**src/rtl/sock_evt_pkg.sv**
```systemverilog
package sock_evt_pkg;
  localparam int EVT_CS  = 0;
  localparam int EVT_CD1 = 1;
  localparam int EVT_CD2 = 2;
  localparam int EVT_PWR = 3;

  typedef enum logic {
    CARD_32B = 1'b0,
    CARD_16B = 1'b1
  } card_kind_e;
endpackage

```
**src/rtl/sock_evt_sync.sv**
```systemverilog
module sock_evt_sync #(
  parameter int W      = 4,
  parameter int STAGES = 2
) (
  input  logic         clk,
  input  logic [W-1:0] d_in,
  output logic [W-1:0] q_out
);
  logic [STAGES-1:0][W-1:0] stg;

  always_ff @(posedge clk) begin
    stg <= {stg[STAGES-2:0], d_in};
  end

  assign q_out = stg[STAGES-1];
endmodule

```
**src/rtl/sock_evt_edge.sv**
```systemverilog
module sock_evt_edge
  import sock_evt_pkg::*;
#(
  parameter int W = 4
) (
  input  logic         clk,
  input  card_kind_e   kind,
  input  logic [W-1:0] lvl,
  output logic [W-1:0] chg
);
  logic [W-1:0] prev_q;

  // previous value tracks every cycle, including during reset
  always_ff @(posedge clk) begin
    prev_q <= lvl;
  end

  for (genvar i = 0; i < W; i++) begin : g_bit
    if (i == EVT_CS) begin : g_cs
      always_comb begin
        if (kind == CARD_16B) chg[i] = lvl[i] ^ prev_q[i];
        else                  chg[i] = lvl[i] & ~prev_q[i];
      end
    end else begin : g_any
      assign chg[i] = lvl[i] ^ prev_q[i];
    end
  end
endmodule

```
**src/rtl/sock_evt_bits.sv**
```systemverilog
module sock_evt_bits #(
  parameter int NE = 4
) (
  input  logic          clk,
  input  logic          evt_rst,
  input  logic [NE-1:0] hw_set,
  input  logic [NE-1:0] sw_set,
  input  logic [NE-1:0] sw_clr,
  input  logic [NE-1:0] rearm,
  output logic [NE-1:0] evt_q
);
  logic [NE-1:0] set_all;

  assign set_all = hw_set | sw_set | rearm;

  always_ff @(posedge clk) begin
    if (evt_rst) evt_q <= '0;
    else         evt_q <= (evt_q & ~sw_clr) | set_all;  // set wins
  end
endmodule

```
**src/rtl/sock_evt_reg.sv**
```systemverilog
module sock_evt_reg
  import sock_evt_pkg::*;
#(
  parameter int DATA_W      = 32,
  parameter int NUM_EVT     = 4,
  parameter int SYNC_STAGES = 2
) (
  input  logic               clk,
  input  logic               glb_rst,
  input  logic               bus_rst,
  input  logic               pme_en,
  input  logic               card_16b,
  input  logic [NUM_EVT-1:0] stat_in,
  input  logic               clr_we,
  input  logic [DATA_W-1:0]  clr_data,
  input  logic               frc_we,
  input  logic [DATA_W-1:0]  frc_data,
  input  logic [NUM_EVT-1:0] int_en,
  output logic [DATA_W-1:0]  rd_data,
  output logic               irq
);
  localparam int RSVD_W = DATA_W - NUM_EVT;
  localparam logic [NUM_EVT-1:0] REARM_MASK =
    NUM_EVT'((1 << EVT_CS) | (1 << EVT_CD1) | (1 << EVT_CD2));

  logic               evt_rst;
  logic               evt_rst_q;
  logic [NUM_EVT-1:0] lvl_sync;
  logic [NUM_EVT-1:0] hw_chg;
  logic [NUM_EVT-1:0] sw_set;
  logic [NUM_EVT-1:0] sw_clr;
  logic [NUM_EVT-1:0] rearm;
  logic [NUM_EVT-1:0] evt_q;
  logic               unused_rsvd;

  assign evt_rst = glb_rst | (bus_rst & ~pme_en);

  always_ff @(posedge clk) begin
    evt_rst_q <= evt_rst;
  end

  sock_evt_sync #(.W(NUM_EVT), .STAGES(SYNC_STAGES)) u_sync (
    .clk   (clk),
    .d_in  (stat_in),
    .q_out (lvl_sync)
  );

  sock_evt_edge #(.W(NUM_EVT)) u_edge (
    .clk  (clk),
    .kind (card_kind_e'(card_16b)),
    .lvl  (lvl_sync),
    .chg  (hw_chg)
  );

  assign sw_set = frc_we ? frc_data[NUM_EVT-1:0] : '0;
  assign sw_clr = clr_we ? clr_data[NUM_EVT-1:0] : '0;
  assign rearm  = (evt_rst_q & ~evt_rst) ? (lvl_sync & REARM_MASK) : '0;
  assign unused_rsvd = ^{clr_data[DATA_W-1:NUM_EVT], frc_data[DATA_W-1:NUM_EVT]};

  sock_evt_bits #(.NE(NUM_EVT)) u_bits (
    .clk     (clk),
    .evt_rst (evt_rst),
    .hw_set  (hw_chg),
    .sw_set  (sw_set),
    .sw_clr  (sw_clr),
    .rearm   (rearm),
    .evt_q   (evt_q)
  );

  always_ff @(posedge clk) begin
    if (evt_rst) irq <= 1'b0;
    else         irq <= |(evt_q & int_en);
  end

  assign rd_data = {{RSVD_W{1'b0}}, evt_q};
endmodule

```
**config.mk**
```make
export PLATFORM = sky130hd
export DESIGN_NAME = sock_evt_reg
export DESIGN_NICKNAME = d
export VERILOG_FILES = /design/src/rtl/sock_evt_pkg.sv /design/src/rtl/sock_evt_sync.sv /design/src/rtl/sock_evt_edge.sv /design/src/rtl/sock_evt_bits.sv /design/src/rtl/sock_evt_reg.sv
export SDC_FILE = /design/constraint.sdc
export NUM_CORES = 1
export LEC_CHECK = 0
export BUFFER_PORTS_ARGS = -buffer_cell sky130_fd_sc_hd__buf_2
export CORE_MARGIN = 2
export CORE_UTILIZATION = 30
export CTS_CLUSTER_DIAMETER = 120
export DETAILED_ROUTE_END_ITERATION = 16
export GPL_ROUTABILITY_DRIVEN = 0
export HOLD_SLACK_MARGIN = 0.03
export PLACE_DENSITY = 0.84
export SLEW_MARGIN = 0
export SYNTH_ARGS = -nofsm -noshare
export SYNTH_HDL_FRONTEND = slang
export SYNTH_SLANG_ARGS = --single-unit
```
**constraint.sdc**
```tcl
create_clock -name clk -period 2.58 [get_ports clk]
set_input_delay 0.258 -clock clk [delete_from_list [all_inputs] [get_ports clk]]
set_output_delay 0.258 -clock clk [all_outputs]
set_load 0.05 [all_outputs]
```
==> Yosys cells after proc, flatten, opt, wreduce, memory -nomap -nowiden <==
Index checks and enable logic that the tools add are counted.
{ "totals": {"out_inout_bits": 33, "input_bits": 79, "ff_bits": 18, "wordCells": 28} }
{ "op_classes": {"n_bitwise": 17, "reduce_logical": 1, "n_mux": 4} }
{ "op_table": {"columns": ["operator", "count"], "rows": [
  ["$and 4x4->4", 2],
  ["$mux 4", 2],
  ["$or 4x4->4", 2],
  ["$not 4->4", 1],
  ["$or 4x3->4", 1],
  ["$reduce_or 4->1", 1],
  ["$xor 1x1->1", 4],
  ["$and 1x1->1", 3],
  ["$mux 3", 1],
  ["$not 1->1", 3],
  ["$mux 1", 1],
  ["$or 1x1->1", 1]
]} }

==> Longest topological paths before layout <==
Gate-level depths: netlist of the first run.
{ "depth": {"ltp_word": 8, "depth_mapped": 5, "mapped_depth_nobuf": 5} }

==> Hierarchy <==
Synthesis of the first run repeated with hierarchy kept, for this count alone.
{ "unflattened": {"hier_cells": 87, "area_unflattened_um2": 909.6} }
{ "by_module_without_submodules": {"columns": ["mod", "instances", "cells_per_inst", "area_per_inst_um2", "seq_area_each_um2"], "rows": [
  ["sock_evt_reg", 1, 48, 387.9, 40.0],
  ["sock_evt_bits", 1, 16, 195.2, 80.1],
  ["sock_evt_sync", 1, 12, 190.2, 160.2],
  ["sock_evt_edge", 1, 11, 136.4, 80.1]
]} }

==> Least setup slack after synthesis of the first run <==
OpenSTA, ideal clock, no wires.
{ "synth_path": {"path_type": "register to register", "from": "reg u_bits.evt_q[0]", "to": "reg u_bits.evt_q[0]", "t_required_ps": 2454, "path_slack_ps": 1547, "setup_ps": 126, "period_less_slack_ps": 1033, "path_buffers": 0, "arrival_time_ps": 907, "stages_incl_launch_ff": 3, "path_cell_list": "dfxtp_1 -> a222oi_1 -> a21oi_1"} }
{ "synth_between": {"elab_chain_len": 2} }
{ "synth_rtl": {"columns": ["item", "line_no", "source"], "rows": [
  ["start, declared", "sock_evt_bits.sv:10", "output logic [NE-1:0] evt_q"],
  ["start signal, assigned", "sock_evt_bits.sv:18", "else evt_q <= (evt_q & ~sw_clr) | set_all;"],
  ["$and 4x4->4", "sock_evt_bits.sv:18", null],
  ["$or 4x4->4", "sock_evt_bits.sv:18", null]
]} }
No other way between the ends.
A chain may end at the register's enable or synchronous reset.

==> Worst setup path after layout of the first run <==
{ "layout_path": {"from": "reg u_bits.evt_q[0]", "to": "out rd_data[0]"} }
{ "layout_rtl": {"columns": ["item", "line_no", "source"], "rows": [
  ["end, declared", "sock_evt_reg.sv:19", "output logic [DATA_W-1:0] rd_data,"]
]} }
No word-level cell between the ends.

==> results.py, run 1 <==
metrics = {
    "routing": {
        "dr_total_vias": 515,
        "drc_errors": 0,
        "firstDrtPassIters": 4,
        "post_drt_via_cell_ratio": 3.93,
        "detailedRoute.firstIterationViolations": 8,
        "drt-total-wl_mm": 1.24,
        "drt.antenna.violating_nets": 0,
        "route.detailed.wl_per_inst_um": 9.43,
    },
    "timing": {
        "timing_hold_violations_final": 0,
        "maxClockFrequency_mhz": 826,
        "timing.final.crit_period_ps": 1210,
        "rsz0062_at_grt": "no",
        "setup_slack_ps": 1370,
        "post-route-period-util_pct": 46.9,
        "finalSetupViolCount": 0,
        "timing.clock.skew_ps": 7.97,
        "finalMaxSlewViolations": 0,
        "setup_total_neg_slack_ps": 0,
        "timing.hold.ws_ps": 61.5,
    },
    "layout": {
        "num-nets-final": 184,
        "final-instance-count-excl-fill": 131,
        "register_area_um2": 360,
        "area_growth_pct": 13.3,
        "multi_input_comb_area_um2": 255,
        "fill_cells": 250,
        "share_of_layout_cells_above_drive_strength_1_pct": 30.1,
        "diodes": 0,
    },
    "setup_path": {
        "end_kind": "output port",
        "cp.buffers_inverters": 1,
        "required_ps": 2320,
        "reg2reg_setup_slack_ps": 1670,
        "cp.arrival_ps": 950,
        "path_class": "reg2out",
        "crit_family": "flip-flops",
        "slowest_stage": "sky130_fd_sc_hd__dfxtp_1",
        "cp_cell_sequence": "buf_2",
        "startpoint_class_of_the_critical_path": "flop",
        "max_fo_critical_path": 3,
        "timing.critical_path.slowest_cell_delay_ps": 370,
    },
    "placed_design": {
        "post-dp-hpwl_mm": 1.06,
        "post-place-ws_ps": 1660,
        "numPlacedInstances": 127,
        "port-buffer-count": 27,
    },
    "clocking": {
        "clk_path_buf_depth": 2,
        "post_cts_hold_buffer_count": 0,
        "tritoncts_num_sinks": 18,
        "clk_latency_ps": 300,
        "path_clk_slew_ps": 100,
        "cts.repair.resized": 0,
        "cts_setup_buffers": 0,
        "cts.htree.levels": 1,
        "cts_tree": "done",
        "clock-root-buffer": "sky130_fd_sc_hd__clkbuf_4",
        "numCtsBuffers": 3,
    },
    "synth": {
        "yosys.area_share.adder_pct": 1.71,
        "synth_compound_area_share_pct": 12.5,
        "synth_top_family_by_area": "buffers and inverters",
        "synthesis.instances": 73,
        "synth.ff_latch_count": 18,
        "synth_seq_area_share_pct": 49.2,
        "synth-xor-area-share_pct": 1.20,
        "synth.yosys.warnings": 0,
        "mean_area_per_synthesized_cell_um2": 10.0,
        "post_synthesis_cell_type_count": 15,
        "post_synth_mux_area_share_pct": 0,
        "netlist_area_um2": 732,
        "yosys.area_share.simple_pct": 5.13,
    },
    "floorplanning": {
        "die-area_mm2": 0.00285,
        "die_w_um": 53.4,
        "core.rowCount": 17,
        "starting_utilization_of_the_core_area_pct": 32.5,
        "fp.dieH_um": 53.4,
        "placeableCoreArea_mm2": 0.00225,
        "floorplan.io_pins": 112,
    },
    "grt": {
        "grtUsageTotal_pct": 9.37,
        "global_route_wire_length_before_repair_mm": 1.77,
        "first_global_vias": 433,
        "global_route_congestion_overflow_total": 0,
        "antenna_found_initial": 0,
        "maximum_number_of_pins_on_one_net_before_global_route_repair": 11,
    },
    "power": {
        "p_leak_nw": 0.442,
        "pwr_density_cell_mw_per_mm2": 763,
        "vdd_drop_max_uv": 424,
    },
    "run_status": {
        "status": "finished, final reports clean",
    },
    "flow_run": {
        "max_cap_violations": 0,
    },
    "hold_path": {
        "timing.hold.worst.class": "in2reg",
    },
}
==> report_power, final <==
group,total (mW),internal [mW],switching (mW)
clock,0.171,0.0861,0.0845
combinational,0.157,0.0270,0.130
sequential,0.305,0.296,0.00942
==> placed cells by master, fill, tap and decap left out <==
cell type                  count
sky130_fd_sc_hd__a21o_1        1
sky130_fd_sc_hd__a21oi_1       4
sky130_fd_sc_hd__a221oi_1      1
sky130_fd_sc_hd__a222oi_1      1
sky130_fd_sc_hd__a22oi_1       4
sky130_fd_sc_hd__buf_2        27
sky130_fd_sc_hd__clkbuf_4      3
sky130_fd_sc_hd__clkbuf_8      1
sky130_fd_sc_hd__conb_1       28
sky130_fd_sc_hd__dfxtp_1      18
sky130_fd_sc_hd__ha_1          1
sky130_fd_sc_hd__inv_1         2
sky130_fd_sc_hd__nand2_1       5
sky130_fd_sc_hd__nand3b_1      2
sky130_fd_sc_hd__nor2_1        1
sky130_fd_sc_hd__o21ai_0       3
sky130_fd_sc_hd__xor2_1        1
==> Yosys cell counts <==
library cell	instances	area [um2]
sky130_fd_sc_hd__o21ai_0	3	15.0
sky130_fd_sc_hd__a21o_1	1	7.51
sky130_fd_sc_hd__nor2_1	1	3.75
sky130_fd_sc_hd__a21oi_1	4	20.0
sky130_fd_sc_hd__xor2_1	1	8.76
sky130_fd_sc_hd__inv_1	2	7.51
sky130_fd_sc_hd__ha_1	1	12.5
sky130_fd_sc_hd__a222oi_1	1	10.0
sky130_fd_sc_hd__nand2_1	5	18.8
sky130_fd_sc_hd__nand3b_1	2	15.0
sky130_fd_sc_hd__buf_4	28	210
sky130_fd_sc_hd__a221oi_1	1	8.76
sky130_fd_sc_hd__dfxtp_1	18	360
sky130_fd_sc_hd__a22oi_1	4	30.0
sky130_fd_sc_hd__conb_1	1	3.75
==> layout make-up <==
cell class / count / area share [%]
multi-input cells: 52 / 30.8
inverters: 2 / 0.905
well taps: 28 / 4.22
clock buffers: 4 / 4.37
repair buffers: 27 / 16.3
flip-flops and latches: 18 / 43.4
==> worst register-to-register path, stage by stage, from the launching register on <==
cell and delay [ps]:
sky130_fd_sc_hd__dfxtp_1 340, sky130_fd_sc_hd__ha_1 290, sky130_fd_sc_hd__nand2_1 50, sky130_fd_sc_hd__o21ai_0 70, sky130_fd_sc_hd__a21oi_1 110
==> sequential cells by signal, indices dropped and copies added (netlist names) <==
signal         cells
u_sync.q_out       4
u_sync.stg         4
u_edge.prev_q      4
evt_rst_q          1
u_bits.evt_q       4
irq                1
==> metal layers <==
metal | vias up | wire length, um | track usage (%)
met5 | - | 0 | 0
met4 | 0 | 21 | 5.13
met3 | 4 | 201 | 5.93
met2 | 48 | 555 | 15.0
met1 | 216 | 456 | 9.12
li1 | 247 | - | -
==> metrics by stage <==
stage | total power, mW | util (%) | area, um2
detailed placement | 0.470 | 35.2 | 793
CTS | 0.640 | 36.8 | 830
global placement | 0.467 | 35.2 | 793
global route | 0.664 | 36.8 | 830
finish | 0.633 | 36.8 | 830
floorplan | 0.472 | - | 833
==> kinds of logic (layout without fill, tap and decap cells) <==
logic type                 after synthesis  after routing
AOI/OAI and AO/OA                       14             14
xor gates and xnor gates                 1              1
adders and majority gates                1              1
buffers and inverters                   30             33
DFF                                     18             18
other                                    1             28
and+or+nand+nor                          8              8
==> path summary, 6_finish.rpt <==
path | start | endpoint | cells after the start
hold reg to reg | u_sync.stg[1] | u_sync.q_out[1] | 0
hold / removal | stat_in[2] | u_sync.stg[2] | 1
setup reg to reg | u_sync.q_out[0] | u_bits.evt_q[0] | 4
setup / recovery | u_bits.evt_q[0] | rd_data[0] | 1
Power figures use the tool's default switching activity.
==> run 2: changes to the inputs <==
- ABC_AREA: not set -> 1
- PLACE_DENSITY: 0.84 -> 0.8
- clock period: 2.58 -> 1.3 ns (I/O delays scaled with it)
==> results.py, run 2 <==
metrics = {
    "run_status": {
        "status": "finished, final reports clean",
    },
    "layout": {
        "highest_count_cells_in_the_layout_ignoring_fill_and_taps": "sky130_fd_sc_hd__nand2_1 (28), sky130_fd_sc_hd__conb_1 (28), sky130_fd_sc_hd__buf_2 (27)",
        "area_growth_pct": 17.0,
        "finish.utilization_pct": 37.9,
        "fill_cells": 267,
        "postLayoutCellArea_um2": 963,
        "num-nets-final": 218,
        "diodes": 0,
        "share_of_layout_cells_above_drive_strength_1_pct": 24.8,
    },
    "timing": {
        "rsz0062_at_grt": "no",
        "finalMaxSlewViolations": 0,
        "timing.hold.ws_ps": 95.9,
        "timing_hold_violations_final": 0,
        "maxClockFrequency_mhz": 939,
        "setup_slack_ps": 235,
        "finalSetupViolCount": 0,
        "timing.clock.skew_ps": 1.39,
        "post-route-period-util_pct": 82.0,
        "setup_total_neg_slack_ps": 0,
        "timing.final.crit_period_ps": 1070,
    },
    "routing": {
        "drc_errors": 0,
        "post_drt_via_cell_ratio": 3.54,
        "drt.antenna.violating_nets": 0,
        "route.detailed.wl_per_inst_um": 7.57,
        "dr_total_vias": 592,
        "drt-total-wl_mm": 1.26,
        "firstDrtPassIters": 3,
        "detailedRoute.firstIterationViolations": 16,
    },
    "placed_design": {
        "post-dp-hpwl_mm": 1.06,
        "port-buffer-count": 27,
        "post-place-ws_ps": 272,
        "dpl_cell_area_um2": 887,
    },
    "synth": {
        "synth_largest_area_cell": "sky130_fd_sc_hd__dfxtp_1",
        "netlist_area_um2": 823,
        "netlist_top_cells_area": "sky130_fd_sc_hd__dfxtp_1 (44%), sky130_fd_sc_hd__buf_4 (26%), sky130_fd_sc_hd__nand2_1 (13%)",
        "mean_area_per_synthesized_cell_um2": 7.99,
        "synth_top_family_by_area": "buffers and inverters",
        "async_reset_ff_share_pct": 0,
        "ys_top_cells_by_count": "sky130_fd_sc_hd__buf_4 (28), sky130_fd_sc_hd__nand2_1 (28), sky130_fd_sc_hd__dfxtp_1 (18), sky130_fd_sc_hd__inv_1 (14)",
        "synth_compound_area_share_pct": 3.04,
        "post_synth_mux_area_share_pct": 0,
        "yosys.area_share.simple_pct": 18.2,
        "synth_enable_flop_cells": 0,
        "synth-xor-area-share_pct": 1.06,
        "yosys.area_share.adder_pct": 1.52,
        "post-synth-top-area-fraction_pct": 43.8,
        "synthesis.instances": 103,
        "post_synthesis_cell_type_count": 16,
        "synth_seq_area_share_pct": 43.8,
        "synth.ff_latch_count": 18,
        "synth.yosys.warnings": 0,
        "yosys_most_used_dff": "sky130_fd_sc_hd__dfxtp_1",
    },
    "power": {
        "vdd_drop_max_uv": 687,
        "pwr_density_cell_mw_per_mm2": 1330,
        "clockPowerShare_pct": 26.0,
        "share_seq_of_total_power_pct": 47.2,
        "netSwitchingFraction_pct": 35.6,
        "power.switching_mw": 0.457,
        "p_leak_nw": 0.567,
        "power.internal_mw": 0.825,
        "combinational_power_share_pct": 26.8,
    },
    "setup_path": {
        "cp.buffers_inverters": 1,
        "path_class": "reg2out",
        "cp_cell_sequence": "buf_2",
        "critical_path.reg2reg.endpoint": "u_bits.evt_q[0]",
        "timing.reg2reg.worst_path_depth": 7,
        "max_fo_critical_path": 3,
        "regToRegStartpoint": "u_edge.prev_q[0]",
        "required_ps": 1170,
        "timing.critical_path.slowest_cell_delay_ps": 370,
        "reg2reg_setup_slack_ps": 270,
        "startpoint_class_of_the_critical_path": "flop",
        "end_kind": "output port",
        "cp.arrival_ps": 940,
        "slowest_stage": "sky130_fd_sc_hd__dfxtp_1",
        "crit_family": "flip-flops",
    },
    "grt": {
        "antenna_found_initial": 0,
        "maximum_number_of_pins_on_one_net_before_global_route_repair": 11,
        "global_route_congestion_overflow_total": 0,
        "grtUsageTotal_pct": 8.53,
        "first_global_vias": 495,
        "global_route_wire_length_before_repair_mm": 2.01,
    },
    "clocking": {
        "cts_tree": "done",
        "clock-root-buffer": "sky130_fd_sc_hd__clkbuf_4",
        "numCtsBuffers": 3,
        "clk_path_buf_depth": 2,
        "path_clk_slew_ps": 90,
        "clk_latency_ps": 290,
        "cts.htree.levels": 1,
        "tritoncts_num_sinks": 18,
    },
    "floorplanning": {
        "placeableCoreArea_mm2": 0.00254,
        "fp.dieH_um": 56.4,
        "floorplan.io_pins": 112,
        "die_w_um": 56.4,
        "core.rowCount": 18,
        "die-area_mm2": 0.00318,
        "starting_utilization_of_the_core_area_pct": 32.4,
    },
    "hold_path": {
        "whs_endpoint": "u_bits.evt_q[0]",
        "number_of_instances_on_the_worst_hold_path": 4,
        "timing.hold.worst.class": "in2reg",
        "worst_min_delay_path_startpoint": "clr_data[0]",
    },
    "flow_run": {
        "max_cap_violations": 0,
    },
}
-- run 2: how the worst max path moves through the flow --
stage	start	cells past startpoint	endpoint
final	u_bits.evt_q[3]	1	rd_data[3]
after global placement	u_sync.q_out[0]	6	u_bits.evt_q[0]
after detailed placement	u_edge.prev_q[0]	7	u_bits.evt_q[0]
after CTS	u_bits.evt_q[3]	1	rd_data[3]
after global routing	u_edge.prev_q[0]	7	u_bits.evt_q[0]
after floorplan	u_bits.evt_q[0]	2	irq
-- run 2: kinds of logic (layout without fill, tap and decap cells) --
kind of cell	count (synthesis)	after routing
fa+ha+maj	1	1
buf+inv	42	49
compound gates	4	4
other cells	1	28
xor+xnor	1	1
flops	18	18
simple gates	36	36
-- run 2: per-stage QoR --
stage | total power [mW] | std cells
2_1_floorplan | 0.959 | 130
3_3_place_gp | 0.948 | 159
3_5_place_dp | 0.954 | 159
4_1_cts | 1.30 | 167
5_1_grt | 1.36 | 167
6_report | 1.28 | 167
-- run 2: power groups by stage --
stage	sequential (mW)	clock (mW)	combinational, mW
2_1_floorplan	0.664	0	0.296
3_3_place_gp	0.617	0	0.331
3_5_place_dp	0.619	0	0.334
4_1_cts	0.606	0.347	0.344
5_1_grt	0.611	0.382	0.367
6_report	0.606	0.333	0.343
-- run 2: layout make-up --
type	instances	area, um2	share of cell area, %
Sequential cell	18	360	37.4
Clock buffer	4	36.3	3.77
Tap cell	30	37.5	3.90
Timing Repair Buffer	31	175	18.2
Multi-Input combinational cell	70	302	31.3
Inverter	14	52.6	5.45
-- run 2: timing repair --
action	4_1_cts	5_1_grt
setup buffers	0	0
gates resized for setup	0	0
hold endpoints to repair	4	0
hold buffers	4	0
-- run 2: routing by layer --
metal  wire (um)  share of wire, %  up-vias  GRT usage [%]
met5           0                 0        -              0
met4           9              0.71        0           4.08
met3         156                12        2           5.07
met2         546                43       44           12.6
met1         550                44      227           9.76
li1            -                 -      319              -
-- run 2: tightest hold or removal path: stages --
cell                      delay, ps
sky130_fd_sc_hd__buf_2           70
sky130_fd_sc_hd__nand2_1         40
sky130_fd_sc_hd__nand2_1         50
sky130_fd_sc_hd__a21oi_1         50
==> run 3: changes to the inputs <==
- CORE_UTILIZATION: 30 -> 27
- PLACE_DENSITY: 0.8 -> 0.76
- clock period: 1.3 -> 0.9 ns (I/O delays scaled with it)
==> results.py, run 3 (same netlist as run 2, synthesis figures left out) <==
metrics = {
    "placed_design": {
        "port-buffer-count": 27,
        "post-dp-hpwl_mm": 1.09,
        "numPlacedInstances": 162,
    },
    "setup_path": {
        "path_class": "reg2reg",
        "required_ps": 1090,
        "critical_path.startpoint": "u_edge.prev_q[0]",
        "max_fo_critical_path": 1,
        "startpoint_class_of_the_critical_path": "flop",
        "timing.reg2reg.worst_path_depth": 7,
        "critical_path.reg2reg.endpoint": "u_bits.evt_q[0]",
        "end_kind": "flop",
        "regToRegStartpoint": "u_edge.prev_q[0]",
        "cp-endpoint": "u_bits.evt_q[0]",
        "reg2reg_setup_slack_ps": -120,
        "cp.arrival_ps": 1210,
    },
    "timing": {
        "setup_slack_ps": -121,
        "timing_hold_violations_final": 0,
        "timing.hold.ws_ps": 40.7,
        "finalSetupViolCount": 1,
        "finalMaxSlewViolations": 0,
        "setup_total_neg_slack_ps": -121,
        "timing.final.crit_period_ps": 1020,
        "maxClockFrequency_mhz": 980,
        "rsz0062_at_grt": "yes",
        "timing.clock.skew_ps": 3.22,
        "post-route-period-util_pct": 113,
    },
    "power": {
        "p_leak_nw": 0.592,
        "pwr_density_cell_mw_per_mm2": 1820,
        "share_seq_of_total_power_pct": 46.0,
        "clockPowerShare_pct": 25.0,
        "power.internal_mw": 1.25,
        "netSwitchingFraction_pct": 35.2,
        "design_power_total_mw": 1.93,
        "power.switching_mw": 0.678,
        "vdd_drop_max_uv": 664,
        "combinational_power_share_pct": 29.0,
    },
    "grt": {
        "grtUsageTotal_pct": 7.65,
        "maximum_number_of_pins_on_one_net_before_global_route_repair": 11,
        "antenna_found_initial": 0,
        "first_global_vias": 480,
        "global_route_congestion_overflow_total": 0,
        "global_route_wire_length_before_repair_mm": 1.94,
    },
    "clocking": {
        "path_clk_slew_ps": 100,
        "clk_latency_ps": 290,
        "clock-root-buffer": "sky130_fd_sc_hd__clkbuf_4",
        "cts.htree.levels": 1,
        "tritoncts_num_sinks": 18,
        "clk_path_buf_depth": 2,
        "numCtsBuffers": 3,
        "cts_tree": "done",
    },
    "routing": {
        "route.detailed.wl_per_inst_um": 7.64,
        "detailedRoute.firstIterationViolations": 8,
        "post_drt_via_cell_ratio": 3.59,
        "drt-total-wl_mm": 1.32,
        "firstDrtPassIters": 4,
        "drt.antenna.violating_nets": 0,
        "drc_errors": 0,
        "dr_total_vias": 621,
    },
    "layout": {
        "num-nets-final": 221,
        "fill_cells": 323,
        "share_of_layout_cells_above_drive_strength_1_pct": 35.0,
        "area_growth_pct": 28.6,
        "diodes": 0,
        "highest_count_cells_in_the_layout_ignoring_fill_and_taps": "sky130_fd_sc_hd__nand2_1 (28), sky130_fd_sc_hd__conb_1 (28), sky130_fd_sc_hd__buf_2 (22)",
        "register_area_um2": 370,
        "multi_input_comb_area_um2": 314,
        "finish.utilization_pct": 35.5,
        "final-instance-count-excl-fill": 173,
    },
    "flow_run": {
        "max_cap_violations": 0,
    },
    "floorplanning": {
        "starting_utilization_of_the_core_area_pct": 27.6,
        "placeableCoreArea_mm2": 0.00298,
        "floorplan.io_pins": 112,
        "core.rowCount": 20,
        "die_w_um": 59.2,
        "fp.dieH_um": 59.2,
        "die-area_mm2": 0.00351,
    },
    "hold_path": {
        "timing.hold.worst.class": "in2reg",
    },
    "run_status": {
        "violations": "negative setup slack",
        "status": "finished, violations left",
    },
}
[run 3: how the worst min path moves through the flow]
| stage | depth (start not counted) | slack, ps | start | end |
|---|---|---|---|---|
| 2_1_floorplan | 0 | 120 | stat_in[0] | u_sync.stg[0] |
| 3_3_place_gp | 1 | 190 | stat_in[2] | u_sync.stg[2] |
| 3_5_place_dp | 1 | 190 | stat_in[3] | u_sync.stg[3] |
| 4_1_cts | 4 | 40 | clr_data[0] | u_bits.evt_q[0] |
| 5_1_grt | 4 | 50 | clr_data[0] | u_bits.evt_q[0] |
| 6_report | 4 | 40 | clr_data[0] | u_bits.evt_q[0] |
[run 3: power by group through the flow]
stage	registers [mW]	clock network, mW	logic (mW)
after floorplan	0.963	0	0.428
after global routing	0.894	0.540	0.598
after detailed placement	0.897	0	0.486
after CTS	0.883	0.503	0.548
after global placement	0.896	0	0.482
final	0.888	0.482	0.560
[run 3: metrics by stage]
stage          worst slack, ps  area (um2)
3_5_place_dp              -132         896
5_1_grt                   -196        1060
6_report                  -121        1060
4_1_cts                   -131        1030
2_1_floorplan            -48.2         930
3_3_place_gp             -67.1         896
[run 3: layout make-up]
class / instances / area share (%)
well taps: 33 / 3.90
repair buffers: 34 / 23.0
flip-flops and latches: 18 / 35.0
clock buffers: 4 / 3.43
inverters: 14 / 4.96
multi-input cells: 70 / 29.7
[run 3: what timing repair did]
item,in CTS,in global routing
hold endpoints to repair,4,0
pin swaps,1,3
hold buffers,4,0
setup buffers,3,0
setup endpoints to repair,6,8
resized for setup,12,10
[run 3: per-layer routing]
layer	share of wire [%]	GRT usage (%)	wire length, um
met1	43	8.34	572
met2	43	12.6	566
met4	0	0.974	0
met3	14	5.24	183
met5	0	0	0
[run 3: critical path, stage by stage (launching register included)]
cell and delay (ps):
sky130_fd_sc_hd__dfxtp_2 340, sky130_fd_sc_hd__inv_2 40, sky130_fd_sc_hd__ha_4 250, sky130_fd_sc_hd__inv_2 20, sky130_fd_sc_hd__nand2_1 40, sky130_fd_sc_hd__o21ai_1 50
sky130_fd_sc_hd__nor2_1 110, sky130_fd_sc_hd__a21oi_1 70
